[config.mk]
export PLATFORM = sky130hd
export DESIGN_NAME = pmu_cluster
export DESIGN_NICKNAME = d
export VERILOG_FILES = /design/src/rtl/pmu_pkg.sv /design/src/rtl/pmu_core_seq.sv /design/src/rtl/pmu_dvfs_ctrl.sv /design/src/rtl/pmu_dvfs_dp.sv /design/src/rtl/pmu_cluster.sv
export SDC_FILE = /design/constraint.sdc
export NUM_CORES = 1
export LEC_CHECK = 0
export CORE_MARGIN = 10
export CORE_UTILIZATION = 50
export CTS_CLUSTER_DIAMETER = 80
export CTS_CLUSTER_SIZE = 16
export DETAILED_ROUTE_END_ITERATION = 7
export PLACE_DENSITY = 0.77
export SYNTH_ARGS = -nofsm -noshare
export SYNTH_HDL_FRONTEND = slang
export SYNTH_SLANG_ARGS = --single-unit
[constraint.sdc]
create_clock -name clk -period 3.63 [get_ports clk]
set_input_delay 0.9075 -clock clk [delete_from_list [all_inputs] [get_ports clk]]
set_output_delay 0.9075 -clock clk [all_outputs]
set_load 0.05 [all_outputs]
[src/rtl/pmu_pkg.sv]
package pmu_pkg;

  typedef enum logic [3:0] {
    C_ON,
    C_PD_SAVE,
    C_PD_ISO,
    C_PD_RET,
    C_SLEEP,
    C_OFF,
    C_PU_SW,
    C_PU_RET,
    C_PU_RST
  } coreState_t;

  typedef enum logic [1:0] {
    D_IDLE,
    D_DWELL,
    D_VWAIT
  } dvfsState_t;

  // strobes from the stepping control into the operating-point datapath
  typedef struct packed {
    logic incFreq;
    logic decFreq;
    logic voltUp;
    logic voltDown;
  } dvfsStrobe_t;

  typedef struct packed {
    logic saveReq;
    logic iso;
    logic logicRet;
    logic regsLowV;
    logic swOff;
    logic restoreReq;
  } coreCtl_t;

  localparam logic [1:0] TGT_ON = 2'b00;

endpackage

[src/rtl/pmu_core_seq.sv]
module pmu_core_seq
  import pmu_pkg::*;
(
  input  logic       clk,
  input  logic       rstN,
  input  logic [1:0] tgt,
  input  logic       wake,
  input  logic       saveAck,
  input  logic       restoreAck,
  output coreCtl_t   ctl,
  output logic       isOff
);

  coreState_t state;
  coreState_t nxtState;
  logic       holdOn;
  logic [1:0] prevTgt;
  logic       tgtChanged;
  logic       wantOn;
  logic       wantOff;
  logic       upReq;

  assign tgtChanged = (tgt != prevTgt);
  assign wantOn     = (tgt == TGT_ON);
  assign wantOff    = tgt[1];
  assign upReq      = wantOn || wake || holdOn;

  always_comb begin
    nxtState = state;
    case (state)
      C_ON:      if (!wantOn && !wake && (!holdOn || tgtChanged)) nxtState = C_PD_SAVE;
      C_PD_SAVE: if (saveAck) nxtState = C_PD_ISO;
      C_PD_ISO:  nxtState = C_PD_RET;
      C_PD_RET:  nxtState = wantOff ? C_OFF : C_SLEEP;
      C_SLEEP: begin
        if (upReq)        nxtState = C_PU_RET;
        else if (wantOff) nxtState = C_OFF;
      end
      C_OFF:     if (upReq) nxtState = C_PU_SW;
      C_PU_SW:   nxtState = C_PU_RET;
      C_PU_RET:  nxtState = C_PU_RST;
      C_PU_RST:  if (restoreAck) nxtState = C_ON;
      default:   nxtState = C_ON;
    endcase
  end

  always_ff @(posedge clk or negedge rstN) begin
    if (!rstN) begin
      state   <= C_ON;
      holdOn  <= 1'b0;
      prevTgt <= TGT_ON;
    end else begin
      state   <= nxtState;
      prevTgt <= tgt;
      if (wake)                      holdOn <= 1'b1;
      else if (tgtChanged || wantOn) holdOn <= 1'b0;
    end
  end

  always_comb begin
    ctl = '0;
    case (state)
      C_PD_SAVE: ctl.saveReq = 1'b1;
      C_PD_ISO:  ctl.iso = 1'b1;
      C_PD_RET, C_SLEEP, C_PU_SW: begin
        ctl.iso      = 1'b1;
        ctl.logicRet = 1'b1;
        ctl.regsLowV = 1'b1;
      end
      C_OFF: begin
        ctl.iso      = 1'b1;
        ctl.logicRet = 1'b1;
        ctl.regsLowV = 1'b1;
        ctl.swOff    = 1'b1;
      end
      C_PU_RET:  ctl.iso = 1'b1;
      C_PU_RST:  ctl.restoreReq = 1'b1;
      default:   ctl = '0;
    endcase
  end

  assign isOff = (state == C_OFF);

endmodule

[src/rtl/pmu_dvfs_ctrl.sv]
module pmu_dvfs_ctrl
  import pmu_pkg::*;
#(
  parameter int STEP_W      = 3,
  parameter int FREQ_THRESH = 3
) (
  input  logic              clk,
  input  logic              rstN,
  input  logic [STEP_W-1:0] tgt,
  input  logic [STEP_W-1:0] freq,
  input  logic              voltHigh,
  input  logic              voltAck,
  input  logic              dwellDone,
  output dvfsStrobe_t       stb
);

  localparam logic [STEP_W-1:0] THRESH_S = STEP_W'(FREQ_THRESH);

  dvfsState_t state;
  dvfsState_t nxtState;

  always_comb begin
    nxtState = state;
    stb      = '0;
    case (state)
      D_IDLE: begin
        if (voltHigh && (freq <= THRESH_S) && (tgt <= THRESH_S)) begin
          stb.voltDown = 1'b1;
          nxtState     = D_VWAIT;
        end else if (tgt > freq) begin
          if ((freq >= THRESH_S) && !voltHigh) begin
            stb.voltUp = 1'b1;
            nxtState   = D_VWAIT;
          end else begin
            stb.incFreq = 1'b1;
            nxtState    = D_DWELL;
          end
        end else if (tgt < freq) begin
          stb.decFreq = 1'b1;
          nxtState    = D_DWELL;
        end
      end
      D_DWELL: if (dwellDone) nxtState = D_IDLE;
      D_VWAIT: if (voltAck)   nxtState = D_IDLE;
      default: nxtState = D_IDLE;
    endcase
  end

  always_ff @(posedge clk or negedge rstN) begin
    if (!rstN) state <= D_IDLE;
    else       state <= nxtState;
  end

endmodule

[src/rtl/pmu_dvfs_dp.sv]
module pmu_dvfs_dp
  import pmu_pkg::*;
#(
  parameter int STEP_W    = 3,
  parameter int NUM_STEPS = 8,
  parameter int DWELL_CYC = 2
) (
  input  logic              clk,
  input  logic              rstN,
  input  dvfsStrobe_t       stb,
  output logic [STEP_W-1:0] freq,
  output logic              voltHigh,
  output logic              dwellDone
);

  localparam int                DW_W     = (DWELL_CYC > 0) ? $clog2(DWELL_CYC + 1) : 1;
  localparam logic [DW_W-1:0]   DW_LOAD  = DW_W'(DWELL_CYC);
  localparam logic [STEP_W-1:0] FREQ_MAX = STEP_W'(NUM_STEPS - 1);

  logic [DW_W-1:0] dwellCnt;

  always_ff @(posedge clk or negedge rstN) begin
    if (!rstN) begin
      freq     <= '0;
      voltHigh <= 1'b0;
      dwellCnt <= '0;
    end else begin
      if (stb.incFreq && (freq != FREQ_MAX))  freq <= freq + 1'b1;
      else if (stb.decFreq && (freq != '0))   freq <= freq - 1'b1;
      if (stb.voltUp)        voltHigh <= 1'b1;
      else if (stb.voltDown) voltHigh <= 1'b0;
      if (stb.incFreq || stb.decFreq) dwellCnt <= DW_LOAD;
      else if (dwellCnt != '0)        dwellCnt <= dwellCnt - 1'b1;
    end
  end

  assign dwellDone = (dwellCnt == '0);

endmodule

[src/rtl/pmu_cluster.sv]
module pmu_cluster
  import pmu_pkg::*;
#(
  parameter int NUM_CORES   = 4,
  parameter int NUM_STEPS   = 8,
  parameter int FREQ_THRESH = 3,
  parameter int DWELL_CYC   = 2
) (
  input  logic                         clk,
  input  logic                         rstN,
  input  logic [2*NUM_CORES-1:0]       coreTgt,
  input  logic [NUM_CORES-1:0]         coreWake,
  input  logic [NUM_CORES-1:0]         saveAck,
  input  logic [NUM_CORES-1:0]         restoreAck,
  input  logic [$clog2(NUM_STEPS)-1:0] perfTarget,
  input  logic                         voltAck,
  output logic [NUM_CORES-1:0]         saveReq,
  output logic [NUM_CORES-1:0]         isoEn,
  output logic [NUM_CORES-1:0]         logicRet,
  output logic [NUM_CORES-1:0]         regsLowV,
  output logic [NUM_CORES-1:0]         pwrSwOff,
  output logic [NUM_CORES-1:0]         restoreReq,
  output logic [$clog2(NUM_STEPS)-1:0] freqStep,
  output logic                         voltHigh,
  output logic                         cohLowPwr
);

  localparam int STEP_W = $clog2(NUM_STEPS);

  logic [NUM_CORES-1:0] offVec;
  dvfsStrobe_t          dvfsStb;
  logic                 dwellDone;

  for (genvar c = 0; c < NUM_CORES; c++) begin : g_core
    coreCtl_t ctl;
    pmu_core_seq u_seq (
      .clk        (clk),
      .rstN       (rstN),
      .tgt        (coreTgt[2*c +: 2]),
      .wake       (coreWake[c]),
      .saveAck    (saveAck[c]),
      .restoreAck (restoreAck[c]),
      .ctl        (ctl),
      .isOff      (offVec[c])
    );
    assign saveReq[c]    = ctl.saveReq;
    assign isoEn[c]      = ctl.iso;
    assign logicRet[c]   = ctl.logicRet;
    assign regsLowV[c]   = ctl.regsLowV;
    assign pwrSwOff[c]   = ctl.swOff;
    assign restoreReq[c] = ctl.restoreReq;
  end

  assign cohLowPwr = ($countones(offVec) >= (NUM_CORES - 1));

  pmu_dvfs_ctrl #(
    .STEP_W      (STEP_W),
    .FREQ_THRESH (FREQ_THRESH)
  ) u_ctrl (
    .clk       (clk),
    .rstN      (rstN),
    .tgt       (perfTarget),
    .freq      (freqStep),
    .voltHigh  (voltHigh),
    .voltAck   (voltAck),
    .dwellDone (dwellDone),
    .stb       (dvfsStb)
  );

  pmu_dvfs_dp #(
    .STEP_W    (STEP_W),
    .NUM_STEPS (NUM_STEPS),
    .DWELL_CYC (DWELL_CYC)
  ) u_dp (
    .clk       (clk),
    .rstN      (rstN),
    .stb       (dvfsStb),
    .freq      (freqStep),
    .voltHigh  (voltHigh),
    .dwellDone (dwellDone)
  );

endmodule

==> flow_metrics.py, run 1 <==
metrics = {
    "critical_path": {
        "cp.required_ns": 2.72,
        "crit_path_start": "g_core[3].u_seq.state[3]",
        "crit_arrival_ns": 2.61,
        "r2r_cells": 9,
        "timing.rr.start": "u_dp.freq[2]",
        "rrSetupSlack_ns": 1.03,
        "end_kind": "output pin",
        "criticalPathCategory": "flop to output pin",
        "cp_max_fo": 7,
        "cp-endpoint": "cohLowPwr",
        "r2r_end": "u_dp.freq[2]",
        "cp-start-kind": "flop",
    },
    "global_route": {
        "grt_pass1_vias": 1957,
        "grtUsageTotal_pct": 13.6,
        "grt_pass1_wl_mm": 8.76,
        "grt_max_degree": 37,
        "overflow": 0,
        "antenna_found_initial": 0,
    },
    "placed_design": {
        "placed_area_um2": 2880,
        "dp_hpwl_mm": 4.10,
        "place_congestion": 0.859,
        "io_buffers": 54,
    },
    "synthesis": {
        "synth_area_leaders": "dfrtp_1 38%, nor2_1 4.7%, ha_1 3.7%, o21ai_0 3.6%, nand2b_1 3.4%",
        "yosysWarnings": 0,
        "synth_top_area_cell": "dfrtp_1",
        "synth.distinct_cells": 55,
        "syn-cell-area_um2": 2370,
        "synth_nets": 306,
        "synth.avg_cell_area_um2": 8.76,
        "ys.flop_type": "dfrtp_1",
        "ys_ff_latch": 36,
        "synth.yosys.seq_area_share_pct": 37.9,
        "yosysTopAreaCellShare_pct": 37.9,
        "synth_edf_count": 0,
        "ys_async_sr_fraction_pct": 100,
        "netlist_instances": 271,
    },
    "cells_and_area": {
        "final_area_um2": 2980,
        "drive_above_1_share_pct": 8.46,
        "layout_commonest_cell": "clkdlybuf4s50_1",
        "num_antenna_cells": 0,
        "area_delta_synth_final_pct": 25.6,
        "nets": 354,
        "layout_common_cells": "52 x clkdlybuf4s50_1, 34 x dfrtp_1, 30 x nor2_1",
        "fin_util_pct": 64.0,
    },
    "drt": {
        "drc": 0,
        "dr_wl_met2_mm": 2.58,
        "ant_nets": 0,
        "via_per_inst": 5.53,
        "wire_per_inst_um": 14.4,
        "drt_iter0_markers": 35,
        "first_pass_iters": 4,
        "vias": 2062,
        "met3WireLength_um": 291,
        "wirelength_met1_mm": 2.41,
        "wl_mm": 5.36,
        "topRoutingLayerUsed": "met4",
    },
    "cts": {
        "numCtsBuffers": 5,
        "htreeDepth": 2,
        "root_buffer": "clkbuf_8",
        "cts_tree": "done",
        "clk_latency_ns": 0.29,
        "clk_pin_slew_ns": 0.07,
        "cts_num_sinks": 36,
        "cts_buffer_depth": 2,
    },
    "floorplan": {
        "num_io_pins": 55,
        "rows": 25,
        "initial_core_util_pct": 51.0,
        "core_area_um2": 4660,
        "die_h_um": 88.9,
        "dieArea_um2": 7910,
        "die_x_um": 88.9,
    },
    "sta": {
        "finalCritPeriodShare_pct": 97.0,
        "fmax_ghz": 0.284,
        "fin_setup_tns_ns": 0,
        "slew_violations": 0,
        "fin_skew_ns": 0.00718,
        "final_hold_viol_count": 0,
        "relSlewSlack_pct": 46.3,
        "max_slew.worst_pin.slew_ns": 0.806,
        "min_period_ns": 3.52,
        "finalSetupViolCount": 0,
    },
    "run_status": {
        "status": "finished, final reports clean",
    },
    "power_and_ir_drop": {
        "p_per_area_nw_per_um2": 1020,
        "ir_worst_vdd_v": 0.000496,
        "p_leak_nw": 1.29,
    },
    "min_path": {
        "hold_path.class": "flop to flop",
    },
    "flow_run": {
        "drv_cap": 0,
    },
}
-- report_power, final --
group,switching [mW],leakage (nW),internal [mW],total [mW]
Combinational,1.24,0.823,0.749,1.99
Clock,0.134,0.0410,0.130,0.265
Sequential,0.235,0.428,0.549,0.785
Total,1.61,1.29,1.43,3.04
-- registers in the layout, summed over array words and instances (netlist names) --
name	cells
u_dp.dwellCnt	2
g_core.u_seq.prevTgt	8
g_core.u_seq.holdOn	4
u_ctrl.state	2
u_dp.voltHigh	1
g_core.u_seq.state	16
u_dp.freq	3
-- critical path, cell delays in order (launching register included) --
cell and delay, ns:
dfrtp_2 0.44, nand2b_1 0.20, or2_2 0.34, fa_1 0.48
inv_1 0.04, ha_1 0.19, ha_1 0.27, nand2_1 0.06
o21bai_2 0.15, buf_12 0.16
-- synthesized netlist by cell type (all sizes together) (2+ instances only) --
library cell,instances
dfrtp,36
nor2,30
nand2,19
o21ai,18
inv,15
nand2b,14
buf,13
a21oi,12
nor3,11
nand3,9
and3,7
ha,7
nor3b,6
xnor2,6
a211oi,5
a21o,4
clkbuf,4
nor2b,4
o31ai,4
xor2,4
nor4b,3
nor4bb,3
o31a,3
o41ai,3
or2,3
fa,2
nand3b,2
o211ai,2
o21bai,2
o22ai,2
or2b,2
-- routing by layer --
metal  vias up  global-route usage [%]
met1       971                    17.0
met5         -                       0
met4         0                    5.58
li1       1046                       -
met2        36                    22.4
met3         9                    2.83
-- worst min path at each step --
| stage | start | to | slack, ns | depth (start not counted) |
|---|---|---|---|---|
| global placement | u_dp.dwellCnt[1] | u_dp.dwellCnt[1] | 0.47 | 1 |
| finish | g_core[1].u_seq.state[3] | g_core[1].u_seq.state[2] | 0.50 | 1 |
| global route | g_core[1].u_seq.state[3] | g_core[1].u_seq.state[2] | 0.52 | 1 |
| CTS | u_ctrl.state[0] | u_ctrl.state[1] | 0.51 | 1 |
| detailed placement | u_dp.dwellCnt[1] | u_dp.dwellCnt[1] | 0.50 | 1 |
| floorplan | u_dp.dwellCnt[1] | u_dp.dwellCnt[1] | 0.46 | 1 |
-- timing repair --
action	in CTS	in global routing
buffers inserted	0	3
resized for setup	0	3
hold buffers	0	0
setup endpoints to repair	0	1
-- per-stage QoR --
step	hold slack [ns]	total power [mW]	setup slack, ns	std cells
2_1_floorplan	0.462	2.28	0.258	271
3_3_place_gp	0.474	2.73	0.299	363
3_5_place_dp	0.500	2.77	0.192	363
4_1_cts	0.515	3.05	0.0308	370
5_1_grt	0.521	3.27	-0.00623	373
6_report	0.502	3.04	0.110	373
-- cell type report --
| cell class | count | area, um2 |
|---|---|---|
| flip-flops and latches | 36 | 903 |
| clock buffers | 6 | 72.6 |
| fillers | 408 | 1680 |
| inverters | 15 | 56.3 |
| well taps | 54 | 67.6 |
| clock inverters | 1 | 5.00 |
| multi-input cells | 203 | 1300 |
| repair buffers | 58 | 576 |
-- logic make-up after synthesis --
kind of cell,synth area share (%)
AOI/OAI and AO/OA,18.0
xor gates and xnor gates,3.69
adders and majority gates,5.37
buffers and inverters,7.53
DFF,37.9
muxes,0.422
and+or+nand+nor,27.0
No activity file was read; power rests on OpenSTA's default activity.
==> run 2: changes to the inputs <==
--- a/config.mk
+++ b/config.mk
@@ -5,11 +5,13 @@
 export SDC_FILE = /design/constraint.sdc
 export NUM_CORES = 1
 export LEC_CHECK = 0
-export CORE_MARGIN = 10
+export CORE_MARGIN = 8
 export CORE_UTILIZATION = 50
 export CTS_CLUSTER_DIAMETER = 80
 export CTS_CLUSTER_SIZE = 16
 export DETAILED_ROUTE_END_ITERATION = 7
+export GPL_ROUTABILITY_DRIVEN = 1
+export GPL_TIMING_DRIVEN = 0
 export PLACE_DENSITY = 0.77
 export SYNTH_ARGS = -nofsm -noshare
 export SYNTH_HDL_FRONTEND = slang
==> run 2 against run 1 <==
  * Non-clock buffer count rose by 11
  * Clock power about the same
  * Count of clock-buffer cells in the layout is the same
  * First-iteration DRC count increased by 51%
  * Cell area rose by 3.1%
  * Critical path depth unchanged
  * Sequential share of layout area fell by 0.92 points
  * Clock skew up 0.0024 ns
  * Sequential cell count unchanged
  * Combinational power rose by 8%
  * Hold slack better by 0.0097 ns
  * Register-to-register slack improved by 0.02 ns
==> flow_metrics.py, run 2 (synthesis results as in run 1) <==
metrics = {
    "placed_design": {
        "preCtsSetupSlack_ns": -0.368,
        "place_congestion": 0.809,
        "io_buffers": 54,
        "dp_hpwl_mm": 3.91,
    },
    "cells_and_area": {
        "num_antenna_cells": 0,
        "largest_register": "g_core.u_seq.state",
        "fillers": 411,
        "largest_register_ffs": 16,
        "area_delta_synth_final_pct": 29.5,
        "drive_above_1_share_pct": 11.8,
        "reg_top3": "g_core.u_seq.state: 16 flops, g_core.u_seq.prevTgt: 8 flops, g_core.u_seq.holdOn: 4 flops",
        "layout_common_cells": "52 x clkdlybuf4s50_1, 34 x dfrtp_1, 29 x nor2_1",
        "layout_commonest_cell": "clkdlybuf4s50_1",
        "nets": 365,
        "fin_util_pct": 66.0,
    },
    "min_path": {
        "hold_path.class": "flop to flop",
    },
    "global_route": {
        "grt_pass1_vias": 1989,
        "overflow": 0,
        "grt_max_degree": 37,
        "grtUsageTotal_pct": 14.7,
        "grt_pass1_wl_mm": 8.83,
        "antenna_found_initial": 0,
    },
    "critical_path": {
        "timing.rr.start": "u_dp.freq[1]",
        "cp-start-kind": "flop",
        "rrSetupSlack_ns": 1.05,
        "r2r_end": "u_dp.freq[2]",
        "crit_arrival_ns": 2.61,
        "crit_path_start": "g_core[3].u_seq.state[1]",
        "cp-endpoint": "cohLowPwr",
        "end_kind": "output pin",
        "cp.required_ns": 2.72,
        "criticalPathCategory": "flop to output pin",
        "cp_max_fo": 8,
        "r2r_cells": 9,
    },
    "sta": {
        "min_period_ns": 3.51,
        "fin_hold_ws_ns": 0.511,
        "fin_setup_tns_ns": 0,
        "fin_skew_ns": 0.00958,
        "fmax_ghz": 0.285,
        "rsz0062_at_grt": "no",
        "max_slew.worst_pin.slew_ns": 0.793,
        "final_hold_viol_count": 0,
        "finalCritPeriodShare_pct": 96.8,
        "finalSetupViolCount": 0,
        "setup_ws_ns": 0.117,
        "slew_violations": 0,
        "relSlewSlack_pct": 47.2,
    },
    "power_and_ir_drop": {
        "p_leak_nw": 1.35,
        "power.total_mw": 3.15,
        "p_per_area_nw_per_um2": 1020,
        "ir_worst_vdd_v": 0.000522,
    },
    "cts": {
        "numCtsBuffers": 5,
        "cts_num_sinks": 36,
        "root_buffer": "clkbuf_8",
        "htreeDepth": 2,
        "cts_buffer_depth": 2,
        "clk_pin_slew_ns": 0.07,
        "cts_tree": "done",
        "hold_buffers": 0,
        "clk_latency_ns": 0.28,
    },
    "drt": {
        "drt_iter0_markers": 53,
        "wl_mm": 5.07,
        "ant_nets": 0,
        "first_pass_iters": 4,
        "wire_per_inst_um": 13.2,
        "via_per_inst": 5.48,
        "vias": 2106,
        "drc": 0,
    },
    "floorplan": {
        "rows": 25,
        "core_area_um2": 4660,
        "initial_core_util_pct": 51.0,
        "die_x_um": 84.9,
        "die_h_um": 84.9,
        "num_io_pins": 55,
        "dieArea_um2": 7210,
    },
    "flow_run": {
        "drv_cap": 0,
    },
    "run_status": {
        "status": "finished, final reports clean",
    },
}
-- run 2: cell count changes in the layout (fill, tap and decap cells not counted), sizes merged --
cell,previous run,this run
buf,6,16
clkbuf,6,7
-- run 2: metrics by stage --
stage               area [um2]  instances
floorplan                 2380        271
global placement          2990        379
detailed placement        2980        379
CTS                       3060        384
global route              3080        384
finish                    3080        384
-- run 2: worst min path at each step --
stage                                start          endpoint  cells after the start
final                     u_dp.dwellCnt[1]  u_dp.dwellCnt[1]                      1
after detailed placement  u_dp.dwellCnt[1]  u_dp.dwellCnt[1]                      1
after global placement    u_dp.dwellCnt[1]  u_dp.dwellCnt[1]                      1
after floorplan           u_dp.dwellCnt[1]  u_dp.dwellCnt[1]                      1
after global routing      u_dp.dwellCnt[1]  u_dp.dwellCnt[1]                      1
after CTS                 u_dp.dwellCnt[1]  u_dp.dwellCnt[1]                      1
-- run 2: report_power, final --
part           total (mW)  leakage [nW]  switching, mW  internal, mW
combinational        2.14         0.878           1.29         0.853
clock               0.262        0.0410          0.132         0.130
sequential          0.746         0.428          0.197         0.549
-- run 2: area by class of cell --
cell class,count,area [um2],share of cell area (%)
buffer,14,110,3.58
multi-input combinational,203,1320,42.8
tap,54,67.6,2.20
sequential,36,903,29.4
clock buffer,6,72.6,2.36
timing repair buffer,55,544,17.7
clock inverter,1,5.00,0.163
inverter,15,56.3,1.83
-- run 2: worst max-delay path: stages (launching register included) --
cell	delay, ns
dfrtp_1	0.46
nand2b_1	0.20
or2_2	0.32
fa_1	0.48
inv_1	0.04
ha_1	0.19
ha_1	0.28
nand2_1	0.06
o21bai_2	0.12
buf_6	0.17
-- run 2: layer usage --
layer | up-vias | track usage (%) | wire (um)
met2 | 50 | 24.0 | 2400
li1 | 1077 | - | -
met3 | 8 | 3.96 | 283
met4 | 0 | 6.15 | 82
met1 | 971 | 17.7 | 2300
met5 | - | 0 | 0
-- run 2: timing repair --
| item | 4_1_cts | 5_1_grt |
|---|---|---|
| pin swaps | 0 | 1 |
| endpoints found under the hold margin | 0 | 0 |
| endpoints found under the setup margin | 1 | 1 |
| buffers inserted | 0 | 1 |
| gates resized for setup | 8 | 4 |
